### config.mk
export PLATFORM = sky130hd
export DESIGN_NAME = bswap_fifo_port
export DESIGN_NICKNAME = d
export VERILOG_FILES = /design/src/rtl/bfp_pkg.sv /design/src/rtl/bfp_lane_order.sv /design/src/rtl/bfp_store.sv /design/src/rtl/bfp_flags.sv /design/src/rtl/bswap_fifo_port.sv
export SDC_FILE = /design/constraint.sdc
export NUM_CORES = 1
export LEC_CHECK = 0
export ABC_AREA = 1
export ABC_CLOCK_PERIOD_IN_PS = 2000
export BUFFER_PORTS_ARGS = -buffer_cell sky130_fd_sc_hd__buf_2
export CAP_MARGIN = 40
export CORE_MARGIN = 10
export CORE_UTILIZATION = 50
export DETAILED_ROUTE_END_ITERATION = 10
export PLACE_DENSITY = 0.84
export SLEW_MARGIN = 20
export SYNTH_ARGS = -nofsm -noshare
export SYNTH_HDL_FRONTEND = slang
export SYNTH_SLANG_ARGS = --single-unit
export TNS_END_PERCENT = 50
### constraint.sdc
create_clock -name clk -period 2 [get_ports clk]
set_input_delay 0.4 -clock clk [delete_from_list [all_inputs] [get_ports clk]]
set_output_delay 0.4 -clock clk [all_outputs]
set_load 0.05 [all_outputs]
### src/rtl/bfp_pkg.sv
package bfp_pkg;

    typedef enum logic [2:0] {
        OP_IDLE,
        OP_WR_WORD,
        OP_WR_BYTE,
        OP_DROP,
        OP_READ,
        OP_PUSH,
        OP_POP
    } bfp_op_e;

    typedef struct packed {
        logic xudf;
        logic xrdy;
        logic rovr;
        logic rrdy;
        logic sbd;
    } bfp_flags_t;

    // Fixed priority: word write, byte write, read, push, pop.
    function automatic bfp_op_e pick_op(input logic wr, input logic wr_byte,
                                        input logic last, input logic rd,
                                        input logic push, input logic pop);
        bfp_op_e op;
        if (wr)           op = OP_WR_WORD;
        else if (wr_byte) op = last ? OP_WR_BYTE : OP_DROP;
        else if (rd)      op = OP_READ;
        else if (push)    op = OP_PUSH;
        else if (pop)     op = OP_POP;
        else              op = OP_IDLE;
        return op;
    endfunction

endpackage

### src/rtl/bfp_lane_order.sv
module bfp_lane_order #(
    parameter int BYTE_W = 8
) (
    input  logic                  be_mode,
    input  logic [2*BYTE_W-1:0]   host_word,
    input  logic [BYTE_W-1:0]     rd_lane0,
    input  logic [BYTE_W-1:0]     rd_lane1,
    output logic [BYTE_W-1:0]     wr_lane1,
    output logic [BYTE_W-1:0]     wr_lane0,
    output logic [2*BYTE_W-1:0]   rd_word
);
    logic [BYTE_W-1:0] hi_half;
    logic [BYTE_W-1:0] lo_half;

    assign hi_half = host_word[2*BYTE_W-1:BYTE_W];
    assign lo_half = host_word[BYTE_W-1:0];

    // Lane 1 leaves first on transmit; lane 0 arrived first on receive.
    assign wr_lane1 = be_mode ? hi_half : lo_half;
    assign wr_lane0 = be_mode ? lo_half : hi_half;
    assign rd_word  = be_mode ? {rd_lane0, rd_lane1} : {rd_lane1, rd_lane0};
endmodule

### src/rtl/bfp_store.sv
module bfp_store
    import bfp_pkg::*;
#(
    parameter  int LANES  = 4,
    parameter  int BYTE_W = 8,
    localparam int CW     = $clog2(LANES + 1),
    localparam int SW     = LANES * BYTE_W
) (
    input  logic              clk,
    input  logic              rst,
    input  bfp_op_e           op,
    input  logic [BYTE_W-1:0] wr_lane1,
    input  logic [BYTE_W-1:0] wr_lane0,
    input  logic [BYTE_W-1:0] byte_in,
    input  logic [BYTE_W-1:0] rx_byte,
    output logic [SW-1:0]     lanes,
    output logic [CW-1:0]     tx_cnt,
    output logic [CW-1:0]     rx_cnt,
    output logic              wr_word_ok,
    output logic              wr_byte_ok
);
    logic [SW-1:0] store_q, store_d;
    logic [CW-1:0] tx_q, tx_d, rx_q, rx_d;

    assign wr_word_ok = (tx_q <= CW'(LANES - 2));
    assign wr_byte_ok = (tx_q < CW'(LANES));

    always_comb begin
        store_d = store_q;
        tx_d    = tx_q;
        rx_d    = rx_q;
        unique case (op)
            OP_WR_WORD: if (wr_word_ok) begin
                store_d = (store_q << (2 * BYTE_W)) | SW'({wr_lane1, wr_lane0});
                tx_d    = tx_q + CW'(2);
            end
            OP_WR_BYTE: if (wr_byte_ok) begin
                store_d = (store_q << BYTE_W) | SW'(byte_in);
                tx_d    = tx_q + CW'(1);
            end
            OP_READ: begin
                if (rx_q >= CW'(2)) begin
                    store_d = store_q >> (2 * BYTE_W);
                    rx_d    = rx_q - CW'(2);
                end else if (rx_q == CW'(1)) begin
                    store_d = store_q >> BYTE_W;
                    rx_d    = '0;
                end
            end
            OP_PUSH: if (rx_q < CW'(LANES)) begin
                for (int i = 0; i < LANES; i++) begin
                    if (CW'(i) == rx_q) store_d[i*BYTE_W +: BYTE_W] = rx_byte;
                end
                rx_d = rx_q + CW'(1);
            end
            OP_POP: if (tx_q != '0) tx_d = tx_q - CW'(1);
            default: ;
        endcase
    end

    always_ff @(posedge clk) begin
        if (rst) begin
            store_q <= '0;
            tx_q    <= '0;
            rx_q    <= '0;
        end else begin
            store_q <= store_d;
            tx_q    <= tx_d;
            rx_q    <= rx_d;
        end
    end

    assign lanes  = store_q;
    assign tx_cnt = tx_q;
    assign rx_cnt = rx_q;
endmodule

### src/rtl/bfp_flags.sv
module bfp_flags
    import bfp_pkg::*;
#(
    parameter  int LANES = 4,
    localparam int CW    = $clog2(LANES + 1)
) (
    input  logic          clk,
    input  logic          rst,
    input  bfp_op_e       op,
    input  logic [CW-1:0] tx_cnt,
    input  logic [CW-1:0] rx_cnt,
    input  logic          wr_word_ok,
    input  logic          wr_byte_ok,
    output bfp_flags_t    flags
);
    bfp_flags_t flags_q;

    always_ff @(posedge clk) begin
        if (rst) begin
            flags_q <= '0;
        end else begin
            unique case (op)
                OP_WR_WORD, OP_WR_BYTE: begin
                    if ((op == OP_WR_WORD && wr_word_ok) ||
                        (op == OP_WR_BYTE && wr_byte_ok)) begin
                        flags_q.xudf <= 1'b0;
                        flags_q.xrdy <= 1'b0;
                    end
                end
                OP_POP: begin
                    if (tx_cnt == '0) begin
                        flags_q.xudf <= 1'b1;
                        flags_q.xrdy <= 1'b1;
                    end else if (tx_cnt == CW'(1)) begin
                        flags_q.xrdy <= 1'b1;
                    end
                end
                OP_PUSH: begin
                    flags_q.rrdy <= 1'b1;
                    if (rx_cnt == CW'(LANES)) flags_q.rovr <= 1'b1;
                end
                OP_READ: begin
                    if (rx_cnt == '0) begin
                        flags_q.sbd <= 1'b1;
                    end else begin
                        flags_q.rovr <= 1'b0;
                        if (rx_cnt <= CW'(2)) flags_q.rrdy <= 1'b0;
                    end
                end
                default: ;
            endcase
        end
    end

    assign flags = flags_q;
endmodule

### src/rtl/bswap_fifo_port.sv
module bswap_fifo_port
    import bfp_pkg::*;
#(
    parameter  int LANES  = 4,
    parameter  int BYTE_W = 8,
    localparam int CW     = $clog2(LANES + 1),
    localparam int HW     = 2 * BYTE_W
) (
    input  logic              clk,
    input  logic              rst,
    input  logic              be_mode,
    input  logic              host_wr,
    input  logic              host_wr_byte,
    input  logic              host_last,
    input  logic [HW-1:0]     host_wdata,
    input  logic              host_rd,
    output logic [HW-1:0]     host_rdata,
    input  logic              eng_pop,
    output logic [BYTE_W-1:0] eng_txd,
    input  logic              eng_push,
    input  logic [BYTE_W-1:0] eng_rxd,
    output logic [CW-1:0]     tx_count,
    output logic [CW-1:0]     rx_count,
    output logic              flag_xudf,
    output logic              flag_xrdy,
    output logic              flag_rovr,
    output logic              flag_rrdy,
    output logic              flag_sbd
);
    localparam int SW = LANES * BYTE_W;

    bfp_op_e           op;
    logic [SW-1:0]     lanes;
    logic [BYTE_W-1:0] wr_lane1, wr_lane0;
    logic [HW-1:0]     pair_word;
    logic              wr_word_ok, wr_byte_ok;
    bfp_flags_t        flags;

    assign op = pick_op(host_wr, host_wr_byte, host_last, host_rd, eng_push, eng_pop);

    bfp_lane_order #(.BYTE_W(BYTE_W)) u_order (
        .be_mode  (be_mode),
        .host_word(host_wdata),
        .rd_lane0 (lanes[BYTE_W-1:0]),
        .rd_lane1 (lanes[2*BYTE_W-1:BYTE_W]),
        .wr_lane1 (wr_lane1),
        .wr_lane0 (wr_lane0),
        .rd_word  (pair_word)
    );

    bfp_store #(.LANES(LANES), .BYTE_W(BYTE_W)) u_store (
        .clk       (clk),
        .rst       (rst),
        .op        (op),
        .wr_lane1  (wr_lane1),
        .wr_lane0  (wr_lane0),
        .byte_in   (host_wdata[BYTE_W-1:0]),
        .rx_byte   (eng_rxd),
        .lanes     (lanes),
        .tx_cnt    (tx_count),
        .rx_cnt    (rx_count),
        .wr_word_ok(wr_word_ok),
        .wr_byte_ok(wr_byte_ok)
    );

    bfp_flags #(.LANES(LANES)) u_flags (
        .clk       (clk),
        .rst       (rst),
        .op        (op),
        .tx_cnt    (tx_count),
        .rx_cnt    (rx_count),
        .wr_word_ok(wr_word_ok),
        .wr_byte_ok(wr_byte_ok),
        .flags     (flags)
    );

    always_comb begin
        if (rx_count >= CW'(2))      host_rdata = pair_word;
        else if (rx_count == CW'(1)) host_rdata = HW'(lanes[BYTE_W-1:0]);
        else                         host_rdata = '0;
    end

    always_comb begin
        eng_txd = '0;
        for (int i = 0; i < LANES; i++) begin
            if (CW'(i + 1) == tx_count) eng_txd = lanes[i*BYTE_W +: BYTE_W];
        end
    end

    assign flag_xudf = flags.xudf;
    assign flag_xrdy = flags.xrdy;
    assign flag_rovr = flags.rovr;
    assign flag_rrdy = flags.rrdy;
    assign flag_sbd  = flags.sbd;
endmodule

Yosys cells after proc, flatten, opt, wreduce, memory -nomap -nowiden
Cells that the tools add are included.
{"block": "word_totals", "register_bits": 43, "latchBits": 0, "ramBits": 0, "rom_bits": 0, "in_bits": 33, "mem_count": 0}
{"block": "classes", "addsub": 5, "multipliers": 0, "n_div": 0, "n_lt_le_gt_ge": 5, "eq_ne": 30, "shift": 0, "mux": 42, "n_bitwise": 2, "n_reduce_logical": 22}
{"operator": "$mux 32", "n": 5}
{"operator": "$pmux 32 s4", "n": 1}
{"operator": "$mux 8", "n": 11}
{"operator": "$mux 3", "n": 11}
{"operator": "$mux 16", "n": 2}
{"operator": "$or 32x16->32", "n": 1}
{"operator": "$or 32x8->32", "n": 1}
{"operator": "$reduce_and 6->1", "n": 4}
{"operator": "$reduce_and 3->1", "n": 5}
{"operator": "$ne 2x1->1 const B", "n": 7}
{"operator": "$eq 2x3->1 const A", "n": 4}
{"operator": "$eq 3x3->1 const B", "n": 4}
{"operator": "$ne 2x2->1 const B", "n": 6}
{"operator": "$eq 3x1->1 const B", "n": 3}
{"operator": "$pmux 3 s3", "n": 1}
{"operator": "$pmux 2 s2", "n": 2}
{"operator": "$add 3x1->3 const B", "n": 2}
{"operator": "$eq 1x3->1 const A", "n": 2}
{"operator": "$le 3x2->1 const B", "n": 2}
{"operator": "$logic_not 3->1", "n": 2}
{"operator": "$lt 3x3->1 const B", "n": 2}
{"operator": "$mux 1", "n": 6}
{"operator": "$pmux 3 s2", "n": 1}
{"operator": "$reduce_bool 3->1", "n": 2}
{"operator": "16 further kinds", "n": 19}

Logic depth before layout (Yosys ltp)
Gate-level depths: netlist of the first run.
{"block": "depth", "word_depth": 10, "ltp_mapped": 13}

Cells and area by module
From an unflattened synthesis of the first run, not the netlist that was laid out.
{"block": "unflattened", "hier_cells": 738, "hier_area_um2": 4189.0}
{"module": "bfp_store", "instances": 1, "cells_each": 478, "area_per_inst_um2": 2786.4, "seq_area_each_um2": 760.7}
{"module": "bswap_fifo_port", "instances": 1, "cells_each": 107, "area_per_inst_um2": 591.8, "seq_area_each_um2": 0.0}
{"module": "bfp_lane_order", "instances": 1, "cells_each": 104, "area_per_inst_um2": 503.0, "seq_area_each_um2": 0.0}
{"module": "bfp_flags", "instances": 1, "cells_each": 49, "area_per_inst_um2": 307.8, "seq_area_each_um2": 100.1}

Worst setup path after synthesis of the first run
No wires, ideal clock.
{"block": "synth_timing", "kind": "flip-flop to output port", "from": "register u_store.tx_q[0] (netlist: u_store.tx_cnt[0])", "to": "output port eng_txd[0]", "arrival_ps": 2392, "required_time_ps": 1600, "slack_ps": -792, "stages_incl_launch_ff": 10, "path_buffers": 1, "cell_sequence": "dfxtp_1 > inv_1 > ha_1 > buf_2 > inv_1 > nor2_1 > inv_1 > nor2_1 > o311ai_0 > o21ai_0"}
{"block": "synth_between", "elab_chain_len": 5}
{"element": "start: declaration", "line": "bfp_store.sv:23", "text": "logic [CW-1:0] tx_q, tx_d, rx_q, rx_d;"}
{"element": "start signal: assignment", "line": "bfp_store.sv:68", "text": "tx_q <= tx_d;"}
{"element": "$eq 1x3->1", "line": "bswap_fifo_port.sv:86", "text": "if (CW'(i + 1) == tx_count) eng_txd = lanes[i*BYTE_W +: BYTE_W];"}
{"element": "$mux 8 (3 in a row)", "line": "bswap_fifo_port.sv:86"}
{"element": "$mux 8 *", "line": "bswap_fifo_port.sv:86"}
{"element": "end: declaration", "line": "bswap_fifo_port.sv:19", "text": "output logic [BYTE_W-1:0] eng_txd,"}
Mark *: on every way between the ends. The rest lies on a longest branch, timed or not.

Worst setup path in the final report of the first run
{"block": "layout_timing", "from": "register u_store.tx_q[0] (netlist: u_store.tx_cnt[0])", "to": "output port eng_txd[4]"}
The elaborated chain is that of the path after synthesis.

==> results of run 1 <==
[cells in the mapped netlist, drive strengths merged]
cell and number:
a21oi 33, a31oi 1, buf 18, clkbuf 12, clkinv 3, dfxtp 43
ha 12, inv 63, nand2 234, nand3 29, nand4 2, nor2 148
nor3 17, o211ai 2, o21a 1, o21ai 49, o21bai 1, o22ai 8
o311ai 8, o31ai 1, xor2 1
[report_power, final]
group	leakage, nW	internal (mW)	switching, mW	total, mW
combinational	2.08	0.750	1.54	2.29
clock	0.0477	0.240	0.343	0.583
sequential	0.359	1.01	0.130	1.13
total	2.49	2.00	2.01	4.01
[layout make-up]
class | count | area [um^2] | share of cell area (%)
flip-flops and latches | 43 | 881 | 16.6
clock inverters | 3 | 15.0 | 0.283
repair buffers | 105 | 846 | 16.0
multi-input cells | 547 | 3100 | 58.6
clock buffers | 5 | 68.8 | 1.30
well taps | 99 | 124 | 2.34
inverters | 66 | 262 | 4.94
[worst paths after layout]
kind,cells after the start,end,start,slack (ns)
min,2,u_flags.flags[1]$_SDFFE_PP0P_,rst,0.28
min reg2reg,1,u_flags.flags[0]$_SDFFE_PP0P_,u_flags.flags[0]$_SDFFE_PP0P_,0.47
max,10,eng_txd[4],u_store.tx_cnt[0]$_SDFFE_PP0P_,-0.21
max reg2reg,10,u_store.lanes[12]$_SDFFE_PP0P_,u_store.tx_cnt[2]$_SDFFE_PP0P_,0.11
[through the flow]
step	hold slack [ns]	setup TNS [ns]	cells	setup slack [ns]
floorplan	0.469	-0.00791	686	-0.00351
global placement	0.443	0	855	0.0306
detailed placement	0.449	-0.00208	855	-0.00208
CTS	0.278	-1.22	867	-0.157
global route	0.279	-2.09	868	-0.243
finish	0.275	-1.57	868	-0.205
[logic make-up (layout without fill, tap and decap cells)]
logic type | Yosys count | in the layout
simple gates | 430 | 430
fa+ha+maj | 12 | 12
xor+xnor | 1 | 1
compound gates | 104 | 104
flops | 43 | 43
buf+inv | 96 | 179
[registers in the layout, indices dropped and copies added, names as in the netlist]
name            cells
u_store.rx_cnt      3
u_flags.flags       5
u_store.tx_cnt      3
u_store.lanes      32
[layer usage]
layer / up-vias / track usage (%)
met5: - / 0
met1: 2244 / 26.4
met4: 0 / 12.2
met3: 69 / 4.31
li1: 2335 / -
met2: 322 / 42.1
[what timing repair did]
action,in CTS,in global routing
setup buffers,3,2
gates cloned,1,0
pin swaps,11,15
setup endpoints to repair,24,24
gates resized for setup,102,12
==> Flow_metrics.wiki, run 1 <==
{| class="wikitable"
! Metric !! Value
|-
| Residual DRC count || 2
|-
| Number of buffer cells added on primary ports || 67
|-
| Achievable frequency || 0.453 GHz
|-
| Clk_lat worst skew || 0.31 ns
|-
| Met1 wire length || 5220 um
|-
| Total vias in the final route || 4970
|-
| Clock transition time at the flip-flop clock pins of the worst setup and hold paths || 0.09 ns
|-
| Detailed placer's ending HPWL || 9550 um
|-
| Worst ir drop on vdd || approximately 0.43 mV
|-
| Die ar. || 11500 um^2
|-
| Type of element capturing the critical path || primary output
|-
| Finished Core Util || around 73%
|-
| Top delay family on crit path || buffers and inverters
|-
| Flops & latches, synth || 43
|-
| Required time worst endpoint || 1.60 ns
|-
| Number of buffers added by the clock tree synthesis step || 5
|-
| Slew of the pin with the lowest slew margin || 0.409 ns
|-
| Leading post-synthesis cells by cell area || dfxtp_1 23%, nand2_1 22%, nor2_1 14%
|-
| Violation count after the first detailed-routing iteration || roughly 560
|-
| Dominant combinational cell family by area after synthesis || simple AND/OR/NAND/NOR gates
|-
| Global-route usage over all layers || 23.7%
|-
| Hold-fix buffers at CTS || 0
|-
| First-pass detailed-route iteration total || 10
|-
| Status || finished, violations left
|-
| Maximum fanout encountered on the critical timing path || 8
|-
| Number of setup violations in the final report || 11
|-
| Vias in the first global route || 4771
|-
| WL/cell || roughly 16 um
|-
| Post-layout instance area || ~5300 um^2
|-
| Share of the yosys chip area belonging to registers || a little under a quarter
|-
| Ratio of total power to cell area || 756 nW/um^2
|-
| Critical Path, Cell by Cell || inv_4, ha_4, inv_4, nor2_4, inv_2, buf_12, nor2_4, o311ai_4, o21ai_2, buf_6
|-
| Vias per Instance || 5.73
|-
| Portion of synthesized cell area occupied by the leading cell type || 22.7%
|-
| Relative max-transition margin || a little over 70%
|-
| Part of the cycle the worst path needs || 110%
|-
| Signal arrival time at the worst endpoint || 1.81 ns
|-
| First-pass GRT wire length || 22600 um
|-
| Met2 routed wirelength || roughly 6900 um
|-
| Proportion of synthesized area in mux cells || 0%
|-
| Remaining Overflow, GRT || 0
|-
| Mean area per synthesized cell || around 5.5 um^2
|-
| Antenna viol nets, final || 0
|-
| Minimum period implied by the final worst setup slack || 2.21 ns
|-
| Crit-path slowest cell || dfxtp_4
|-
| Max H-tree Level || 2
|-
| Violations in the final reports || DRC, setup timing
|-
| Lkg Pwr || ~2.5 nW
|-
| Total wire length after detailed routing || about 14000 um
|-
| Setup repair after global routing missed its margin || true
|-
| Initial antenna violation count || 0
|-
| Hold Violations, Final || 0
|-
| Sort of element at the start of the critical path || register
|-
| Die extent in y || approximately 110 um
|-
| Delay of the slowest cell on the worst path || around 0.40 ns
|-
| Number of nets in the layout || 813
|-
| Effective utilization at floorplan || 51.9%
|-
| Row count || 31
|-
| # clock sinks || 43
|-
| Yosys warnings || 0
|-
| Largest net degree at the start of global routing || 40
|-
| Commonest non-fill, non-tap cell in the layout || nand2_1
|-
| CTS tree || yes
|-
| XOR/XNOR Fraction of Synth Area || less than 1%
|-
| Last weighted congestion value of the routability-driven placer || about 1
|-
| Synthesized instance count || around 700
|-
| Placed instance area || about 4700 um^2
|-
| Post-synthesis compound-gate area fraction || 15.3%
|-
| Tot Pwr || 4.01 mW
|-
| Worst hold path type || in -> reg
|-
| FILL cells || approximately 610
|-
| Post-synth top area cell || dfxtp_1
|-
| Final Max Tran Viols || 0
|-
| Buffer and inverter count on the worst path || 5
|-
| Max-cap check violation count || 0
|-
| Highest metal layer with signal wires || met4
|-
| Worst clock skew on the final layout || 0.00915 ns
|-
| Area of the mapped netlist || 3790 um^2
|-
| Number of primary I/O pins || a little under 70
|-
| Floorplan core area || 7290 um^2
|-
| Worst path setup slack after routing || -0.205 ns
|-
| Synthesis-to-finish area growth || 39.9%
|-
| Startpoint-to-endpoint class of the critical path || reg -> out
|-
| Met3 WL || 1340 um
|-
| Fraction of final layout cells sized beyond drive strength 1 || 27.8%
|-
| Commonest cells after routing, fill and taps aside || 216 x nand2_1, 131 x nor2_1, 54 x inv_1
|-
| Root cell of the clock tree || clkbuf_8
|-
| Number of buffers between clock root and the deepest sink || 2
|-
| Count of cell types in the netlist || 32
|-
| Post-synthesis share of cell area spent on and, or, nand and nor gates || 47.1%
|-
| Chip width || 107 um
|-
| Area share of fa/ha/maj cells after synthesis || 3.96%
|-
| Number of nets produced by synthesis || 731
|-
| Ant diodes || 0
|}
Note: power is estimated with default switching activity, not from simulation.
==> run 2: changes to the inputs <==
PLACE_DENSITY = 0.83   (was 0.84)
SYNTH_HIERARCHICAL = 1   (was not set)
==> run 2 against run 1 <==
The flow now finishes without violations. Clock skew up 0.0059 ns. Cell count rose by 7.9%. Total power fell by 21%. Clock-buffer cell count unchanged. Die area up 8.6%. Sequential cell count stayed put. Global-route usage down 3.6 points. Critical path depth decreased by 5. Cell area down 5.9%. First-iteration DRC count shrank 7.3%. Largest power group unchanged.
==> Flow_metrics.wiki, run 2 <==
{| class="wikitable"
! Metric !! Value
|-
| Status || finished clean
|-
| Global-route usage over all layers || 20.1%
|-
| Remaining Overflow, GRT || 0
|-
| Number of nets produced by synthesis || 777
|-
| Final Max Tran Viols || 0
|-
| Post-layout instance area || 4990 um^2
|-
| First-pass GRT wire length || between 20000 and 25000 um
|-
| Worst path setup slack after routing || 0.0835 ns
|-
| Die ar. || about 12000 um^2
|-
| Delay of the slowest cell on the worst path || about 0.33 ns
|-
| Worst clock skew on the final layout || 0.0150 ns
|-
| Mean area per synthesized cell || 5.68 um^2
|-
| Clock transition time at the flip-flop clock pins of the worst setup and hold paths || 0.09 ns
|-
| First-pass detailed-route iteration total || 8
|-
| Max-cap check violation count || 0
|-
| Slew of the pin with the lowest slew margin || 0.397 ns
|-
| Count of cell types in the netlist || 31
|-
| Total vias in the final route || 5144
|-
| Floorplan core area || 8180 um^2
|-
| Ant diodes || 0
|-
| Combined area of the multi-input logic cells || 2800 um^2
|-
| WL/cell || 14.0 um
|-
| Buffer and inverter count on the worst path || 2
|-
| Yosys warnings || 6
|-
| Last weighted congestion value of the routability-driven placer || roughly 0.95
|-
| Ratio of total power to cell area || ~630 nW/um^2
|-
| Flops & latches, synth || between 40 and 50
|-
| Vias per Instance || 5.49
|-
| Area of the mapped netlist || 4190 um^2
|-
| Maximum fanout encountered on the critical timing path || 17
|-
| Required time worst endpoint || 1.60 ns
|-
| Portion of synthesized cell area occupied by the leading cell type || 23.3%
|-
| Type of element capturing the critical path || primary output
|-
| Placed instance area || 4850 um^2
|-
| Most used DFF post-synth || dfxtp_1
|-
| Vias in the first global route || 4528
|-
| Most numerous cell in the Yosys netlist || nand2_1
|-
| Antenna viol nets, final || 0
|-
| Part of the cycle the worst path needs || 95.8%
|-
| Final sum of negative setup slack || 0 ns
|-
| Clk_lat worst skew || 0.31 ns
|-
| Number of setup violations in the final report || 0
|-
| # clock sinks || between 40 and 50
|-
| Share of the yosys chip area belonging to registers || 20.5%
|-
| Lkg Pwr || between 2 and 3 nW
|-
| Achievable frequency || ~0.52 GHz
|-
| Minimum period implied by the final worst setup slack || 1.92 ns
|-
| Detailed placer's ending HPWL || 9680 um
|-
| Root cell of the clock tree || clkbuf_8
|-
| Sequential standard cell area || 865 um^2
|-
| Synthesis-to-finish area growth || 19.1%
|-
| Chip width || 112 um
|-
| Commonest cells after routing, fill and taps aside || 260 x nand2_1, 102 x nor2_1, 63 x buf_2
|-
| Smallest hold slack || between 0.3 and 0.4 ns
|-
| Largest net degree at the start of global routing || between 40 and 50
|-
| Relative max-transition margin || 73.6%
|-
| Most common library cells after synthesis || 260 x nand2_1, 105 x nor2_1, 58 x inv_1
|-
| Signal arrival time at the worst endpoint || approximately 1.5 ns
|-
| FILL cells || 830
|-
| Number of enable flip-flop cells after synthesis || 0
|-
| Total wire length after detailed routing || 13100 um
|-
| Setup repair after global routing missed its margin || false
|-
| Number of nets in the layout || 870
|-
| Residual DRC count || 0
|-
| Number of buffers between clock root and the deepest sink || 2
|-
| Fraction of final layout cells sized beyond drive strength 1 || a little under a quarter
|-
| Number of buffer cells added on primary ports || 67
|-
| Max reg flops || 32
|-
| Violation count after the first detailed-routing iteration || 520
|-
| Crit-path slowest cell || dfxtp_1
|-
| Pre-CTS setup slack || -0.176 ns
|-
| Critical Path, Cell by Cell || buf_6, nor2_4, nand3_1, nand4_1, buf_2
|-
| Leading post-synthesis cells by cell area || nand2_1 23%, dfxtp_1 21%, nor2_1 9.4%
|-
| Worst hold path type || in -> reg
|-
| Hold Violations, Final || 0
|-
| Initial antenna violation count || 0
|-
| Max H-tree Level || 2
|-
| Count of non-filler cells in the finished layout || 937
|-
| Number of buffers added by the clock tree synthesis step || 5
|-
| Row count || 33
|-
| Die extent in y || 112 um
|-
| Commonest non-fill, non-tap cell in the layout || nand2_1
|-
| Effective utilization at floorplan || 51.2%
|-
| Synthesized instance count || around 740
|-
| Placed Instances || about 900
|-
| Startpoint-to-endpoint class of the critical path || reg -> out
|-
| Number of primary I/O pins || 68
|-
| Fraction of synthesis flops using an asynchronous set or reset pin || 0%
|-
| Worst ir drop on vdd || 0.397 mV
|-
| Top delay family on crit path || buffers and inverters
|-
| Sort of element at the start of the critical path || register
|-
| CTS tree || yes
|-
| Post-synth top area cell || nand2_1
|}
## run 2: changes by cell type after synthesis, sizes merged, moves of 8 or more
cell | previous run | this run
buf | 18 | 26
nand2 | 234 | 280
nand3 | 29 | 57
nand4 | 2 | 51
nor2 | 148 | 116
nor3 | 17 | 5
o211ai | 2 | 15
o21ai | 49 | 28
o22ai | 8 | 0
o311ai | 8 | 0
## run 2: layout make-up
type / count / area share (%)
Tap cell: 105 / 2.63
Timing Repair Buffer: 124 / 16.6
Sequential cell: 43 / 17.3
Clock inverter: 3 / 0.477
Multi-Input combinational cell: 587 / 56.1
Clock buffer: 5 / 1.38
Inverter: 70 / 5.52
## run 2: cell families after synthesis
kind of cell,share of synthesized area (%)
compound gates,10.0
simple gates,53.8
flops,20.5
fa+ha+maj,1.79
buf+inv,13.9
## run 2: worst reg2reg max path: cells and delay by family, from the launching register on
kind                     cells  cell delay, ns
AND/OR/NAND/NOR              4            0.38
AO/OA/AOI/OAI                2            0.19
adder cells (fa/ha/maj)      1            0.21
flip-flops                   1            0.49
buffers and inverters        3            0.37
## run 2: final timing paths
path,start,end,slack (ns),cells after the start
setup reg to reg,u_store/rx_cnt[1]$_SDFFE_PP0P_,u_store/rx_cnt[1]$_SDFFE_PP0P_,0.26,10
hold / removal,rst,u_store/tx_cnt[2]$_SDFFE_PP0P_,0.39,2
hold reg to reg,u_flags/flags[2]$_SDFFE_PP0P_,u_flags/flags[2]$_SDFFE_PP0P_,0.47,2
setup / recovery,u_store/tx_cnt[1]$_SDFFE_PP0P_,eng_txd[5],0.08,5
## run 2: timing repair
item	in CTS	in global routing
setup buffers	0	2
hold buffers	0	0
hold endpoints to repair	0	0
setup endpoints to repair	2	15
pin swaps	0	2
resized for setup	4	7
## run 2: per-stage QoR
stage | power, mW | util, %
2_1_floorplan | 2.15 | -
3_3_place_gp | 2.52 | 59.3
3_5_place_dp | 2.54 | 59.3
4_1_cts | 3.14 | 60.5
5_1_grt | 3.38 | 61.0
6_report | 3.15 | 61.0
## run 2: power by group
part	switching (mW)	leakage, nW	internal [mW]
logic	0.910	2.21	0.496
registers	0.184	0.356	0.977
clock network	0.337	0.0408	0.250
total	1.43	2.61	1.72
## run 2: routing by layer
metal / wire length, um / part of all wire, % / vias up / track usage [%]
met2: 5970 / 46 / 282 / 32.7
met5: 0 / 0 / - / 0
li1: - / - / 2569 / -
met4: 393 / 3.0 / 0 / 7.63
met1: 5440 / 42 / 2255 / 25.8
met3: 1260 / 9.7 / 38 / 3.70
